--- src/rtl/fe_rx_pkg.sv ---
package fe_rx_pkg;
    localparam int GRP_W = 5;
    localparam int NIB_W = 4;

    typedef enum logic [1:0] {
        ST_HUNT,
        ST_FRAME,
        ST_TAIL
    } rx_state_t;

    typedef enum logic [2:0] {
        GK_DATA,
        GK_IDLE,
        GK_TERM,
        GK_RESET,
        GK_BAD
    } grp_kind_t;

    localparam logic [2*GRP_W-1:0] SSD_PAT      = 10'b11000_10001;
    localparam logic [GRP_W-1:0]   CG_IDLE      = 5'b11111;
    localparam logic [GRP_W-1:0]   CG_TERM      = 5'b01101;
    localparam logic [GRP_W-1:0]   CG_RESET     = 5'b00111;
    localparam logic [NIB_W-1:0]   PREAMBLE_NIB = 4'b0101;
endpackage

--- src/rtl/fe_rx_nrzi.sv ---
module fe_rx_nrzi (
    input  logic clk,
    input  logic rst_n,
    input  logic line_in,
    output logic nrz_out
);
    logic prev_lvl;

    // a level change is a one, no change is a zero
    assign nrz_out = line_in ^ prev_lvl;

    always_ff @(posedge clk) begin
        if (!rst_n) prev_lvl <= 1'b0;
        else        prev_lvl <= line_in;
    end
endmodule

--- src/rtl/fe_rx_descram.sv ---
module fe_rx_descram #(
    parameter int LFSR_W   = 11,
    parameter int LFSR_TAP = 9,
    parameter int LOCK_RUN = 32
) (
    input  logic clk,
    input  logic rst_n,
    input  logic nrz_in,
    output logic plain_out,
    output logic locked
);
    localparam int RUN_W = $clog2(LOCK_RUN + 1);

    logic [LFSR_W-1:0] lfsr;
    logic [RUN_W-1:0]  run;
    logic              key;

    assign key       = lfsr[LFSR_W-1] ^ lfsr[LFSR_TAP-1];
    assign plain_out = nrz_in ^ key;

    always_ff @(posedge clk) begin
        if (!rst_n) begin
            lfsr   <= '0;
            run    <= '0;
            locked <= 1'b0;
        end else if (locked) begin
            lfsr <= {lfsr[LFSR_W-2:0], key};
        end else begin
            // training: assume idle ones, so the keystream is the inverted line bit
            lfsr <= {lfsr[LFSR_W-2:0], ~nrz_in};
            if (plain_out) begin
                if (run == RUN_W'(LOCK_RUN - 1)) locked <= 1'b1;
                run <= run + 1'b1;
            end else begin
                run <= '0;
            end
        end
    end
endmodule

--- src/rtl/fe_rx_grp_dec.sv ---
module fe_rx_grp_dec
    import fe_rx_pkg::*;
(
    input  logic [GRP_W-1:0] grp,
    output grp_kind_t        kind,
    output logic [NIB_W-1:0] nib
);
    always_comb begin
        kind = GK_DATA;
        nib  = '0;
        case (grp)
            5'b11110: nib = 4'h0;
            5'b01001: nib = 4'h1;
            5'b10100: nib = 4'h2;
            5'b10101: nib = 4'h3;
            5'b01010: nib = 4'h4;
            5'b01011: nib = 4'h5;
            5'b01110: nib = 4'h6;
            5'b01111: nib = 4'h7;
            5'b10010: nib = 4'h8;
            5'b10011: nib = 4'h9;
            5'b10110: nib = 4'hA;
            5'b10111: nib = 4'hB;
            5'b11010: nib = 4'hC;
            5'b11011: nib = 4'hD;
            5'b11100: nib = 4'hE;
            5'b11101: nib = 4'hF;
            CG_IDLE:  kind = GK_IDLE;
            CG_TERM:  kind = GK_TERM;
            CG_RESET: kind = GK_RESET;
            default:  kind = GK_BAD;
        endcase
    end
endmodule

--- src/rtl/fe_rx_symdec.sv ---
module fe_rx_symdec
    import fe_rx_pkg::*;
#(
    parameter int LFSR_W   = 11,
    parameter int LFSR_TAP = 9,
    parameter int LOCK_RUN = 32
) (
    input  logic             clk,
    input  logic             rst_n,
    input  logic             line_in,
    input  logic             bypass,
    output logic [NIB_W-1:0] rxd,
    output logic             rx_dv,
    output logic             rx_er,
    output logic             rx_clk
);
    localparam int CNT_W = $clog2(GRP_W);
    localparam int WIN_W = 2 * GRP_W;
    localparam logic [CNT_W-1:0] CNT_LAST = CNT_W'(GRP_W - 1);
    localparam logic [CNT_W-1:0] CNT_HIGH = CNT_W'(GRP_W - 2);

    logic nrz_bit, plain_bit, scr_locked, data_bit;

    fe_rx_nrzi u_nrzi (
        .clk     (clk),
        .rst_n   (rst_n),
        .line_in (line_in),
        .nrz_out (nrz_bit)
    );

    fe_rx_descram #(
        .LFSR_W   (LFSR_W),
        .LFSR_TAP (LFSR_TAP),
        .LOCK_RUN (LOCK_RUN)
    ) u_descram (
        .clk       (clk),
        .rst_n     (rst_n),
        .nrz_in    (nrz_bit),
        .plain_out (plain_bit),
        .locked    (scr_locked)
    );

    assign data_bit = bypass ? nrz_bit : plain_bit;

    logic [WIN_W-1:0] win, win_n;
    logic [GRP_W-1:0] grp;
    logic [CNT_W-1:0] cnt, cnt_n;
    logic             grp_done, ssd_hit;
    grp_kind_t        kind;
    logic [NIB_W-1:0] nib;
    rx_state_t        state, state_n;

    assign win_n    = {win[WIN_W-2:0], data_bit};
    assign grp      = win_n[GRP_W-1:0];
    assign grp_done = (cnt == CNT_LAST);
    assign ssd_hit  = (state == ST_HUNT) && (scr_locked || bypass) && (win_n == SSD_PAT);

    fe_rx_grp_dec u_dec (
        .grp  (grp),
        .kind (kind),
        .nib  (nib)
    );

    // next state and bit counter
    always_comb begin
        state_n = state;
        cnt_n   = grp_done ? '0 : cnt + 1'b1;
        if (ssd_hit) begin
            state_n = ST_FRAME;
            cnt_n   = '0;
        end else if (grp_done) begin
            unique case (state)
                ST_HUNT:  state_n = ST_HUNT;
                ST_FRAME: begin
                    if (kind == GK_IDLE)      state_n = ST_HUNT;
                    else if (kind == GK_TERM) state_n = ST_TAIL;
                end
                ST_TAIL:  state_n = ST_HUNT;
                default:  state_n = ST_HUNT;
            endcase
        end
    end

    always_ff @(posedge clk) begin
        if (!rst_n) begin
            state <= ST_HUNT;
            cnt   <= '0;
            win   <= '0;
        end else begin
            state <= state_n;
            cnt   <= cnt_n;
            win   <= win_n;
        end
    end

    // output values
    logic [NIB_W-1:0] rxd_n;
    logic             dv_n, er_n, rclk_n;

    always_comb begin
        rxd_n  = rxd;
        dv_n   = rx_dv;
        er_n   = rx_er;
        rclk_n = (cnt_n >= CNT_HIGH);
        if (ssd_hit) begin
            dv_n  = 1'b0;
            rxd_n = PREAMBLE_NIB;
            er_n  = 1'b0;
        end else if (grp_done) begin
            rxd_n = '0;
            er_n  = 1'b0;
            dv_n  = 1'b0;
            unique case (state)
                ST_HUNT: dv_n = 1'b0;
                ST_FRAME: begin
                    unique case (kind)
                        GK_DATA:  begin dv_n = 1'b1; rxd_n = nib; end
                        GK_IDLE:  dv_n = 1'b0;
                        GK_TERM:  dv_n = 1'b0;
                        GK_RESET: begin dv_n = 1'b1; er_n = 1'b1; end
                        GK_BAD:   begin dv_n = 1'b1; er_n = 1'b1; end
                        default:  begin dv_n = 1'b1; er_n = 1'b1; end
                    endcase
                end
                ST_TAIL: er_n = (kind != GK_RESET);
                default: dv_n = 1'b0;
            endcase
        end
        if (bypass && (ssd_hit || grp_done)) begin
            {er_n, rxd_n} = grp;
        end
    end

    always_ff @(posedge clk) begin
        if (!rst_n) begin
            rxd    <= '0;
            rx_dv  <= 1'b0;
            rx_er  <= 1'b0;
            rx_clk <= 1'b0;
        end else begin
            rxd    <= rxd_n;
            rx_dv  <= dv_n;
            rx_er  <= er_n;
            rx_clk <= rclk_n;
        end
    end
endmodule

--- config.mk ---
export PLATFORM = sky130hd
export DESIGN_NAME = fe_rx_symdec
export DESIGN_NICKNAME = d
export VERILOG_FILES = /design/src/rtl/fe_rx_pkg.sv /design/src/rtl/fe_rx_nrzi.sv /design/src/rtl/fe_rx_descram.sv /design/src/rtl/fe_rx_grp_dec.sv /design/src/rtl/fe_rx_symdec.sv
export SDC_FILE = /design/constraint.sdc
export NUM_CORES = 1
export LEC_CHECK = 0
export ABC_CLOCK_PERIOD_IN_PS = 1800
export BUFFER_PORTS_ARGS = -buffer_cell sky130_fd_sc_hd__buf_2
export CAP_MARGIN = 20
export CORE_MARGIN = 3
export CORE_UTILIZATION = 53
export DETAILED_ROUTE_END_ITERATION = 7
export PLACE_DENSITY = 0.83
export SKIP_LAST_GASP = 1
export SYNTH_ARGS = -nofsm -noshare
export SYNTH_HDL_FRONTEND = slang
export SYNTH_SLANG_ARGS = --single-unit
--- constraint.sdc ---
create_clock -name clk -period 1.8 [get_ports clk]
set_clock_uncertainty 0.1 [all_clocks]
set_input_delay 0.18 -clock clk [delete_from_list [all_inputs] [get_ports clk]]
set_output_delay 0.18 -clock clk [all_outputs]
set_load 0.005 [all_outputs]
# Word level (Yosys, flattened, before mapping)

Index checks and enable logic that the tools add are counted.

Register bits after elaboration: 40
Output and inout port bits: 7
Word-level logic and storage cells: 91

Add/sub/neg operators: 2
Magnitude comparators: 1
Equal/unequal tests: 29
Mux-type cells: 27
Bitwise operators: 5
Reductions and logical operators: 15

Operators with widths:

| operator               | count |
|---|---|
| $eq A5 B5 Y1 const B   | 12 |
| $pmux W4 S15           | 1 |
| $eq A5 B4 Y1 const B   | 6 |
| $mux W4                | 5 |
| $reduce_or A16 Y1      | 1 |
| $mux W1                | 13 |
| $pmux W3 S4            | 1 |
| $eq A10 B10 Y1 const B | 1 |
| $add A6 B1 Y6 const B  | 1 |
| $eq A6 B5 Y1 const B   | 1 |
| $mux W2                | 3 |
| $mux W3                | 2 |
| $mux W6                | 1 |
| $eq A5 B3 Y1 const B   | 1 |
| $ne A4 B4 Y1 const B   | 1 |
| $reduce_and A2 Y1      | 2 |
| $reduce_or A2 Y1       | 2 |
| $add A3 B1 Y3 const B  | 1 |
| $eq A3 B1 Y1 const B   | 1 |
| $eq A3 B2 Y1 const B   | 1 |
| $eq A3 B3 Y1 const B   | 1 |
| $ge A3 B2 Y1 const B   | 1 |
| $logic_and A1 B1 Y1    | 3 |
| $logic_not A3 Y1       | 1 |
| 12 further kinds       | 16 |

# Logic depth before layout (Yosys ltp)

Gate-level depths: netlist of run 1.

Depth in word-level cells: 13
Gate-level depth with buffers: 8
Depth with buffers taken out: 7

# Cells and area by module

Synthesis of run 1 repeated with hierarchy kept, for this count alone.

Cell total of the unflattened synthesis: 192
Area total of the unflattened synthesis: 1848.0 um^2

By module, submodules not included:

| module        | times used | cells an instance | area each (um^2) |
|---|---|---|---|
| fe_rx_symdec  | 1          | 106               | 958.4 |
| fe_rx_descram | 1          | 57                | 663.1 |
| fe_rx_grp_dec | 1          | 26                | 190.2 |
| fe_rx_nrzi    | 1          | 3                 | 36.3 |

# Worst setup path after synthesis of run 1

Ideal clock, no wire load.

Path kind: register to register
Start point: register state[1]
End point: register rx_er
Library setup time: 0.138 ns
Arrival: 1.585 ns
Required time: 1.562 ns
Path slack: -0.023 ns
Stages on the path, launching flop included: 9
Buffers on the path: 1
Clock period less this slack: 1.823 ns
Cells stage by stage: dfxtp_1 -> inv_1 -> ha_1 -> clkbuf_1 -> or4b_1 -> o21ai_0 -> a21oi_1 -> o211ai_1 -> a311oi_1

Word-level cells in the longest chain between the ends: 6
Elaborated cells between the ends (all ways): 12

Ends and longest elaborated chain:

| element                                                              | RTL line            | source |
|---|---|---|
| start: declaration                                                   | fe_rx_symdec.sv:51  | `rx_state_t state, state_n;` |
| start signal: assignment                                             | fe_rx_symdec.sv:90  | `state <= state_n;` |
| parallel branches: the longest is 6 deep, another holds $eq A2 B2 Y1 | n/a                 |  |
| end signal: assignment                                               | fe_rx_symdec.sv:143 | `rx_er <= er_n;` |
| end: declaration                                                     | fe_rx_symdec.sv:14  | `output logic rx_er,` |

Parallel ways; which one is timed is not known. The select of a mux whose other input is x is not followed.
A chain may end at the register's enable or synchronous reset.

# Worst setup path after layout of run 1

Start point: register u_descram.lfsr[8]
End point: register state[1]

Word-level cells in the longest chain between the ends: 9
Elaborated cells between the ends (all ways): 33

Ends and longest elaborated chain:

| element                                                              | RTL line                               | source |
|---|---|---|
| start: declaration                                                   | fe_rx_descram.sv:14                    | `logic [LFSR_W-1:0] lfsr;` |
| start signal: assignment                                             | fe_rx_descram.sv:27                    | `lfsr <= {lfsr[LFSR_W-2:0], key};` |
| start signal: assignment                                             | fe_rx_descram.sv:30                    | `lfsr <= {lfsr[LFSR_W-2:0], ~nrz_in};` |
| $xor A1 B1 Y1 (*)                                                    | fe_rx_descram.sv:18                    | `assign key = lfsr[LFSR_W-1] ^ lfsr[LFSR_TAP-1];` |
| $xor A1 B1 Y1 (*)                                                    | fe_rx_descram.sv:19                    | `assign plain_out = nrz_in ^ key;` |
| $mux W1 (*)                                                          | fe_rx_symdec.sv:43                     | `assign data_bit = bypass ? nrz_bit : plain_bit;` |
| $eq A5 B5 Y1 / $eq A5 B4 Y1 (equally long branches)                  | fe_rx_grp_dec.sv:11                    | `case (grp)` |
| $reduce_or A16 Y1 (no source line)                                   | n/a                                    |  |
| $pmux W3 S4                                                          | fe_rx_grp_dec.sv:11                    |  |
| $eq A3 B1 Y1 / $eq A3 B2 Y1 (equally long branches)                  | fe_rx_symdec.sv:75, fe_rx_symdec.sv:76 |  |
| $ne A3 B3 Y1 (no source line) / $mux W2 (equally long branches)      | n/a                                    |  |
| $reduce_and A2 Y1 (no source line) / $mux W2 (equally long branches) | n/a                                    |  |

Mark *: on every way between the ends. The rest lies on a longest branch, timed or not.

==> results of run 1 <==
critical path, cell delays in order (launching register included):
cell     delay, ps
dfxtp_1        340
xnor2_2        170
or3_4          370
nand4_2        150
buf_4          170
nand2_4         70
nor4_2         280
logic make-up (layout without fill, tap and decap cells):
group | count (synthesis) | in the layout | share of synthesized area [%]
and+or+nand+nor | 77 | 77 | 25.7
DFF | 40 | 40 | 46.0
AOI/OAI and AO/OA | 30 | 30 | 11.4
buffers and inverters | 19 | 39 | 4.82
xor gates and xnor gates | 12 | 12 | 6.47
adders and majority gates | 6 | 6 | 4.32
muxes | 2 | 2 | 1.22
metal layers:
| metal | vias to the layer above | GRT usage (%) | routed length (um) |
|---|---|---|---|
| met5 | - | 0 | 0 |
| met2 | 38 | 31.9 | 1640 |
| met4 | 0 | 8.63 | 45 |
| met3 | 6 | 6.42 | 176 |
| li1 | 673 | - | - |
| met1 | 638 | 21.2 | 1500 |
cell type report:
type                    count  area (sq um)  area share, %
clock buffers               6          41.3           2.09
clock inverters             1          5.00          0.254
well taps                  44          55.1           2.79
repair buffers             25           165           8.37
inverters                   7          26.3           1.33
flip-flops and latches     40           803           40.7
multi-input cells         127           877           44.5
synthesized netlist by cell type, drive strengths merged (2+ instances only):
| library cell | n |
|---|---|
| nand3 | 4 |
| dfxtp | 40 |
| xor2 | 6 |
| nand2b | 5 |
| a31oi | 3 |
| nor2 | 17 |
| and2 | 19 |
| or3 | 3 |
| a21oi | 8 |
| nand4 | 3 |
| clkbuf | 9 |
| nor3 | 3 |
| and3 | 2 |
| ha | 6 |
| o21a | 2 |
| a311oi | 2 |
| inv | 7 |
| nand2 | 14 |
| xnor2 | 6 |
| nor4 | 2 |
| o211ai | 2 |
| o21ai | 6 |
| buf | 3 |
flip-flops by register name, indices dropped and copies added, names as in the netlist:
name and cells:
rx_er 1, u_descram.lfsr 11, state 2, win 9, rx_dv 1, cnt 3, u_nrzi.prev_lvl 1, rx_clk 1
u_descram.locked 1, u_descram.run 6, rxd 4
placed cells by master (no fill, tap or decap), types with 3 or more instances in the layout:
master / n
a21oi_1: 8
a31oi_1: 3
and2_1: 19
buf_2: 10
buf_4: 14
clkbuf_4: 5
dfxtp_1: 38
ha_1: 5
inv_1: 6
nand2_1: 12
nand2b_1: 5
nand3_1: 4
nor2_1: 17
nor3_1: 3
o21ai_0: 3
o21ai_1: 3
xnor2_1: 4
xor2_1: 6
path summary, 6_finish.rpt:
path | from | endpoint | slack, ps | depth (start not counted)
setup reg to reg | u_descram.lfsr[8] | state[1] | 60 | 6
hold reg to reg | u_descram.lfsr[3] | u_descram.lfsr[4] | 350 | 1
hold / removal | bypass | rx_er | 130 | 3
setup / recovery | u_descram.lfsr[8] | state[1] | 60 | 6
metrics by stage:
stage	utilization (%)	TNS, ps	area [sq um]
global placement	60.7	0	1880
floorplan	-	0	1740
detailed placement	60.7	0	1880
finish	63.6	0	1970
global route	63.6	-26.6	1970
CTS	62.5	0	1940
power groups by stage:
stage / clock, mW / combinational, mW / sequential (mW)
6_report: 0.419 / 0.130 / 0.925
5_1_grt: 0.479 / 0.145 / 0.928
4_1_cts: 0.432 / 0.126 / 0.925
3_5_place_dp: 0 / 0.123 / 0.945
3_3_place_gp: 0 / 0.118 / 0.944
2_1_floorplan: 0 / 0.0867 / 0.940
repair_timing:
action / 4_1_cts / 5_1_grt
buffers inserted: 0 / 1
gates resized for setup: 0 / 9
hold endpoints to repair: 1 / 0
hold buffers: 1 / 0
endpoints found under the setup margin: 0 / 3
==> metrics.txt, run 1 <==
status=finished, final reports clean; smallest hold slack=approximately 130 ps; count of cell types in the netlist=44; grt ovf=0; critical path type=reg2reg; CP startpoint kind=flip-flop; diode count=0; Clock power frac=approximately 28%; switching pwr=between 300 and 400 uW; CTS tree=done; vias per inst=5.42; synth top area cells=dfxtp_1 46%, and2_1 6.8%, ha_1 4.3%; Flop pwr share=between 60% and 70%; Clock Pin Slew Worst Setup and Hold Paths=around 100 ps; CTS Buffer Depth=2; initial antenna violation count=0; total wire length=around 3400 um; DR iter-0 viols=85; sw frac=24.8%; Clock Latency Late Sink=around 350 ps; worst slack, placed=53.3 ps; Ys Warns=0; register area share after synthesis=between 40% and 50%; ANT nets after route=0; share of layout cells above drive strength 1=between 20% and 30%; Port Buffers=10; Root Driver=clkbuf_4; Fmax=around 570 MHz; top-level port count=11; Detailed Routing Iterations Pass 1=4; Worst VDD drop=0.602 mV; PD cells=747 nW/um^2; share of synthesized registers carrying an async set or reset=0%; Critical Path Sink Type=flip-flop; Cell Count Post-Placement=roughly 240; Worst Setup Slack, final=58.8 ps; Final Hold Viols=0; fill count=271; worst min path class=in2reg; Post-synth top flop=dfxtp_1; crit path time final=around 1700 ps; fin. max-slew vios=0; post-DP HPWL=approximately 2400 um; critical path required time=~2000 ps; Finished Layout Cells=250; first-pass GRT wire length=5980 um; Int Power=~1.1 mW; Sink Count=40; number of synthesized flops with an enable pin=0; Mapped Area=1740 sq um; critical path fanouts, max=5; Initial Util=approximately 56%; Post-Synthesis Mean Instance Area=9.35 sq um; core area=between 3000 and 4000 sq um; Die Y=63.3 um; area grow syn2layout=13.5%; Max Cap Viol=0; slew at the pin with the worst max-slew slack=479 ps; combinational power share=8.8%; GPL Wtd Cong=about 0.94; area leader, netlist=dfxtp_1; P_leak=about 0.77 nW; TritonCTS Buffers=5; Pwr Total=~1.5 mW; largest net degree at the start of global routing=26; # rows=20; syn nets=about 200; die area=4000 sq um; via count of the first global-routing pass=between 1000 and 1500; Vias=about 1400; RSZ-0062 raised after global routing=true; share of the synthesized area in the top cell type=a little under half; Yosys reg bits=40; Final setup viols=0; H-tree levels=2; number of nets in the layout=between 200 and 250; Final Cycle Share=96.7%; Relative slew margins=67.9%; Mapped Cells=around 190; Die Width=~63 um; Total GRT Usage=between 10% and 20%; Wirelength per Cell=between 10 and 15 um; WP data arrival=roughly 1900 ps; Remaining DRCs=0
(Power assumes the default switching activity.)
==> run 2, diff against run 1 <==
--- a/config.mk
+++ b/config.mk
@@ -5,6 +5,7 @@
 export SDC_FILE = /design/constraint.sdc
 export NUM_CORES = 1
 export LEC_CHECK = 0
+export ABC_AREA = 1
 export ABC_CLOCK_PERIOD_IN_PS = 1800
 export BUFFER_PORTS_ARGS = -buffer_cell sky130_fd_sc_hd__buf_2
 export CAP_MARGIN = 20
==> run 2 against run 1 <==
Combinational power increased by 26%. Global-route usage down 0.78 points. Routed wire length grew 6.1%. Critical path depth grew 3. Design area rose by 6.5%. Largest cell class unchanged.
==> metrics.txt, run 2 <==
Max Cap Viol=0; setup_tns=0 ps; Detailed Routing Iterations Pass 1=4; top-level port count=11; Final Hold Viols=0; register area share after synthesis=about 43%; P_leak=approximately 1.1 nW; Clock Latency Late Sink=360 ps; Sink Count=40; TritonCTS Buffers=5; critical path type=reg2reg; synth cell count leaders=57 x nand2_1, 45 x inv_1, 40 x dfxtp_1, 14 x nand3_1, 13 x nor2_1; GPL Wtd Cong=around 0.86; Final setup viols=0; Post-synth top flop=dfxtp_1; commonest non-fill, non-tap cell in the layout=nand2_1; Clock Pin Slew Worst Setup and Hold Paths=around 130 ps; count of cell types in the netlist=33; PD cells=roughly 800 nW/um^2; Ys Warns=0; slew at the pin with the worst max-slew slack=~430 ps; Total GRT Usage=18.0%; Relative slew margins=between 70 and 80%; Fmax=584 MHz; core area=between 3000 and 4000 sq um; critical path required time=just under 2000 ps; Die Width=around 66 um; ANT nets after route=0; share of layout cells above drive strength 1=between 10% and 20%; Critical Path Sink Type=flip-flop; final instance area=2100 sq um; Wirelength per Cell=approximately 11 um; DR iter-0 viols=73; post-DP HPWL=around 2400 um; CP startpoint kind=flip-flop; CTS tree=done; initial antenna violation count=0; Mapped Area=around 1900 sq um; Port Buffers=10; Vias=approximately 1600; Mapped Cells=around 250; Final Cycle Share=a little over nine tenths; smallest hold slack=around 66 ps; worst min path class=in2reg; CTS Buffer Depth=2; fin. max-slew vios=0; most frequent cells in the layout=56 x nand2_1, 43 x inv_1, 35 x dfxtp_1; status=finished, final reports clean; die area=around 4300 sq um; Placed Area=slightly below 2000 sq um; number of nets in the layout=around 280; met3 usage=under 10%; synth top area cells=dfxtp_1 43%, nand2_1 11%, inv_1 9.0%; first-pass GRT wire length=between 5000 and 6000 um; met2 Resource Use GR=29.1%; most common cell in the netlist=nand2_1; largest net degree at the start of global routing=20; RSZ-0062 raised after global routing=false; share of synthesized registers carrying an async set or reset=0%; diode count=0; syn nets=259; vias per inst=5.09; # rows=20; via count of the first global-routing pass=roughly 1400; area grow syn2layout=11.9%; crit path time final=1710 ps; number of synthesized flops with an enable pin=0; Root Driver=clkbuf_4; WP data arrival=approximately 1900 ps; Regs by FF count=u_descram.lfsr: 11 flops, win: 9 flops, u_descram.run: 6 flops; H-tree levels=2; critical path fanouts, max=8; Remaining DRCs=0; area leader, netlist=dfxtp_1; share of the synthesized area in the top cell type=42.7%; Pwr Total=1.72 mW; Post-Synthesis Mean Instance Area=around 7.5 sq um; met1 Use GR=about 22%; grt ovf=0; total wire length=3560 um; global routing's busiest layer=met2; Yosys reg bits=40; Initial Util=58.6%; Reg with most FFs=u_descram.lfsr; max FFs per register=11; Die Y=~66 um; Worst VDD drop=roughly 0.68 mV
[run 2: changes by cell type after synthesis, sizes merged, moves of 5 or more]
cell	previous run	this run
a21oi	8	13
xnor2	6	1
nand3	4	16
and2	19	0
inv	7	50
clkbuf	9	4
nand2	14	64
nand2b	5	0
o21ai	6	13
[run 2: what timing repair did]
item                                    4_1_cts  5_1_grt
endpoints found under the setup margin        0        4
endpoints found under the hold margin         1        0
resized for setup                             0       14
buffers inserted                              0        4
hold buffers                                  1        0
[run 2: worst paths after layout]
| check | slack [ps] | depth (start not counted) | to | from |
|---|---|---|---|---|
| max reg2reg | 90 | 9 | rxd[2] | state[0] |
| min reg2reg | 320 | 2 | u_descram.lfsr[8] | u_descram.lfsr[7] |
| max | 90 | 9 | rxd[2] | state[0] |
| min | 70 | 3 | u_descram.lfsr[10] | rst_n |
[run 2: area by class of cell]
class / instances / area, sq um
Clock buffer: 5 / 37.5
Clock inverter: 3 / 46.3
Fill cell: 283 / 1100
Inverter: 51 / 194
Multi-Input combinational cell: 149 / 843
Sequential cell: 40 / 807
Tap cell: 44 / 55.1
Timing Repair Buffer: 18 / 118
[run 2: metrics by stage]
step	util, %	worst slack, ps	cells
final	65.6	88.6	310
after global routing	65.6	3.09	310
after CTS	63.6	133	307
after detailed placement	60.6	159	298
after global placement	60.6	201	298
after floorplan	-	311	249
[run 2: worst max-delay path: stages (launching register included)]
cell,delay [ps]
dfxtp_2,370
inv_2,80
ha_4,130
nand4_1,100
nor3_2,260
nand3_4,150
nand2_8,130
buf_4,120
o21ai_0,70
a21oi_1,140
[run 2: cells by family after synthesis]
family	share of synthesized area, %
AOI/OAI and AO/OA	10.5
adders and majority gates	4.00
and+or+nand+nor	26.9
buffers and inverters	14.1
DFF	42.7
xor gates and xnor gates	1.87
[run 2: report_power, final]
part           internal, mW  total (mW)  switching [mW]
logic                0.0616       0.164           0.102
clock network         0.297       0.618           0.322
registers             0.917       0.940          0.0225
total                  1.28        1.72           0.446
[run 2: routing by layer]
layer / vias to the layer above / part of all wire (%)
li1: 810 / -
met1: 711 / 44
met2: 48 / 47
met3: 9 / 6.0
met4: 0 / 2.5
met5: - / 0
==> run 3, diff against run 2 <==
--- a/config.mk
+++ b/config.mk
@@ -6,13 +6,16 @@
 export NUM_CORES = 1
 export LEC_CHECK = 0
 export ABC_AREA = 1
-export ABC_CLOCK_PERIOD_IN_PS = 1800
+export ABC_CLOCK_PERIOD_IN_PS = 1650
 export BUFFER_PORTS_ARGS = -buffer_cell sky130_fd_sc_hd__buf_2
 export CAP_MARGIN = 20
+export CELL_PAD_IN_SITES_DETAIL_PLACEMENT = 1
+export CELL_PAD_IN_SITES_GLOBAL_PLACEMENT = 2
 export CORE_MARGIN = 3
-export CORE_UTILIZATION = 53
+export CORE_UTILIZATION = 35
 export DETAILED_ROUTE_END_ITERATION = 7
-export PLACE_DENSITY = 0.83
+export GPL_ROUTABILITY_DRIVEN = 0
+export PLACE_DENSITY = 0.87
 export SKIP_LAST_GASP = 1
 export SYNTH_ARGS = -nofsm -noshare
 export SYNTH_HDL_FRONTEND = slang
==> constraint.sdc (replaced) <==
create_clock -name clk -period 1.65 [get_ports clk]
set_clock_uncertainty 0.1 [all_clocks]
set_input_delay 0.165 -clock clk [delete_from_list [all_inputs] [get_ports clk]]
set_output_delay 0.165 -clock clk [all_outputs]
set_load 0.005 [all_outputs]
==> run 3 against run 2 <==
Setup slack got worse by 74 ps. Highest routed layer unchanged. Die area up 46%. Routed wire length is 21% higher. Sequential power is 9.6% higher. Core utilization down 22 points. Flip-flop and latch count unchanged. Via count increased by 0.57%. First-iteration DRC count shrank 56%. Combinational power increased by 23%. Critical path type unchanged. Clock power down 2%. Largest power group unchanged.
==> metrics.txt, run 3 (same netlist as run 2, synthesis figures left out) <==
status=finished, final reports clean; Final Cycle Share=approximately 99%; Remaining DRCs=0; met2 Resource Use GR=between 20 and 30%; commonest non-fill, non-tap cell in the layout=nand2_1; utilization after layout=roughly 43%; Initial Util=around 37%; Final setup viols=0; grt ovf=0; Cell Count Post-Placement=approximately 330; fill count=687; Worst Setup Slack, final=between 10 and 15 ps; WHS Path Cells=3; Worst VDD drop=about 0.54 mV; Vias=roughly 1600; initial antenna violation count=0; Final Hold Viols=0; most frequent cells in the layout=53 x nand2_1, 43 x inv_1, 31 x dfxtp_1; worst slack, placed=-41.6 ps; met3 usage=approximately 3.5%; CP startpoint kind=flip-flop; ANT nets after route=0; die area=around 6300 sq um; Clock Latency Late Sink=290 ps; PD cells=822 nW/um^2; total wire length=between 4000 and 5000 um; slew at the pin with the worst max-slew slack=roughly 290 ps; critical path fanouts, max=6; final instance area=between 2000 and 2500 sq um; crit path time final=1640 ps; Regs by FF count=u_descram.lfsr: 11 flops, win: 9 flops, u_descram.run: 6 flops; critical path required time=roughly 1700 ps; diode count=0; met1 Use GR=a little under a fifth; Wirelength per Cell=12.5 um; DR iter-0 viols=32; worst min path class=in2reg; Die Width=~79 um; via count of the first global-routing pass=1559; max FFs per register=11; post-DP HPWL=3260 um; TritonCTS Buffers=5; WP data arrival=roughly 1700 ps; CTS tree=done; setup_tns=0 ps; Relative slew margins=80.6%; fin. max-slew vios=0; Root Driver=clkbuf_8; number of nets in the layout=about 280; P_leak=1.13 nW; global routing's busiest layer=met2; Reg with most FFs=u_descram.lfsr; largest net degree at the start of global routing=14; core area=5140 sq um; Clock Pin Slew Worst Setup and Hold Paths=70 ps; Port Buffers=10; share of layout cells above drive strength 1=27.4%; Total GRT Usage=15.2%; top-level port count=11; RSZ-0062 raised after global routing=true; hold_buf cts=0; CTS Buffer Depth=2; Finished Layout Cells=approximately 340; vias per inst=4.61; critical path type=reg2reg; Placed Area=between 2000 and 2500 sq um; Critical Path Sink Type=flip-flop; Max Cap Viol=0; Sink Count=40; first-pass GRT wire length=7360 um; # rows=26; R2R depth=10; Fmax=between 600 and 700 MHz; area grow syn2layout=18.9%; H-tree levels=2; Die Y=approximately 79 um; Detailed Routing Iterations Pass 1=4
[run 3: worst max-delay path: stages (launching register included)]
cell     delay (ps)
dfxtp_2         330
inv_2            80
ha_4            130
nand4_1          90
nor3_2          200
nand3_4         190
nand2_8         130
inv_6            50
a21oi_2          90
a21o_1          110
inv_1            30
[run 3: area by class of cell]
type                    count  area (sq um)  share of cell area (%)
well taps                  70          87.6                    3.93
repair buffers             26           170                    7.63
inverters                  51           196                    8.81
clock buffers               6          72.6                    3.25
flip-flops and latches     40           812                    36.4
multi-input cells         150           887                    39.8
clock inverters             1          5.00                   0.224
[run 3: routing by layer]
layer | part of all wire [%] | wire length [um]
met5 | 0 | 0
met4 | 2.6 | 110
met3 | 2.0 | 84
met2 | 50 | 2170
met1 | 45 | 1940
[run 3: final timing paths]
path / end / startpoint / slack [ps]
max: rxd[3] / state[0] / 10
max reg2reg: rxd[3] / state[0] / 10
min: u_nrzi.prev_lvl / line_in / 20
min reg2reg: u_descram.lfsr[8] / u_descram.lfsr[7] / 300
[run 3: timing repair]
action,4_1_cts,5_1_grt
resized for setup,12,16
setup endpoints to repair,5,11
gates cloned,1,0
buffers inserted,3,0
pin swaps,5,5
[run 3: report_power, final]
group | leakage, nW | switching [mW] | internal [mW] | total, mW
clock | 0.0410 | 0.319 | 0.287 | 0.607
combinational | 0.764 | 0.124 | 0.0771 | 0.201
sequential | 0.329 | 0.0260 | 1.00 | 1.03
[run 3: stage by stage]
step	total power, mW	hold slack (ps)
floorplan	1.17	158
global placement	1.23	294
CTS	1.85	15.1
detailed placement	1.23	302
global route	1.96	23.2
finish	1.83	17.7
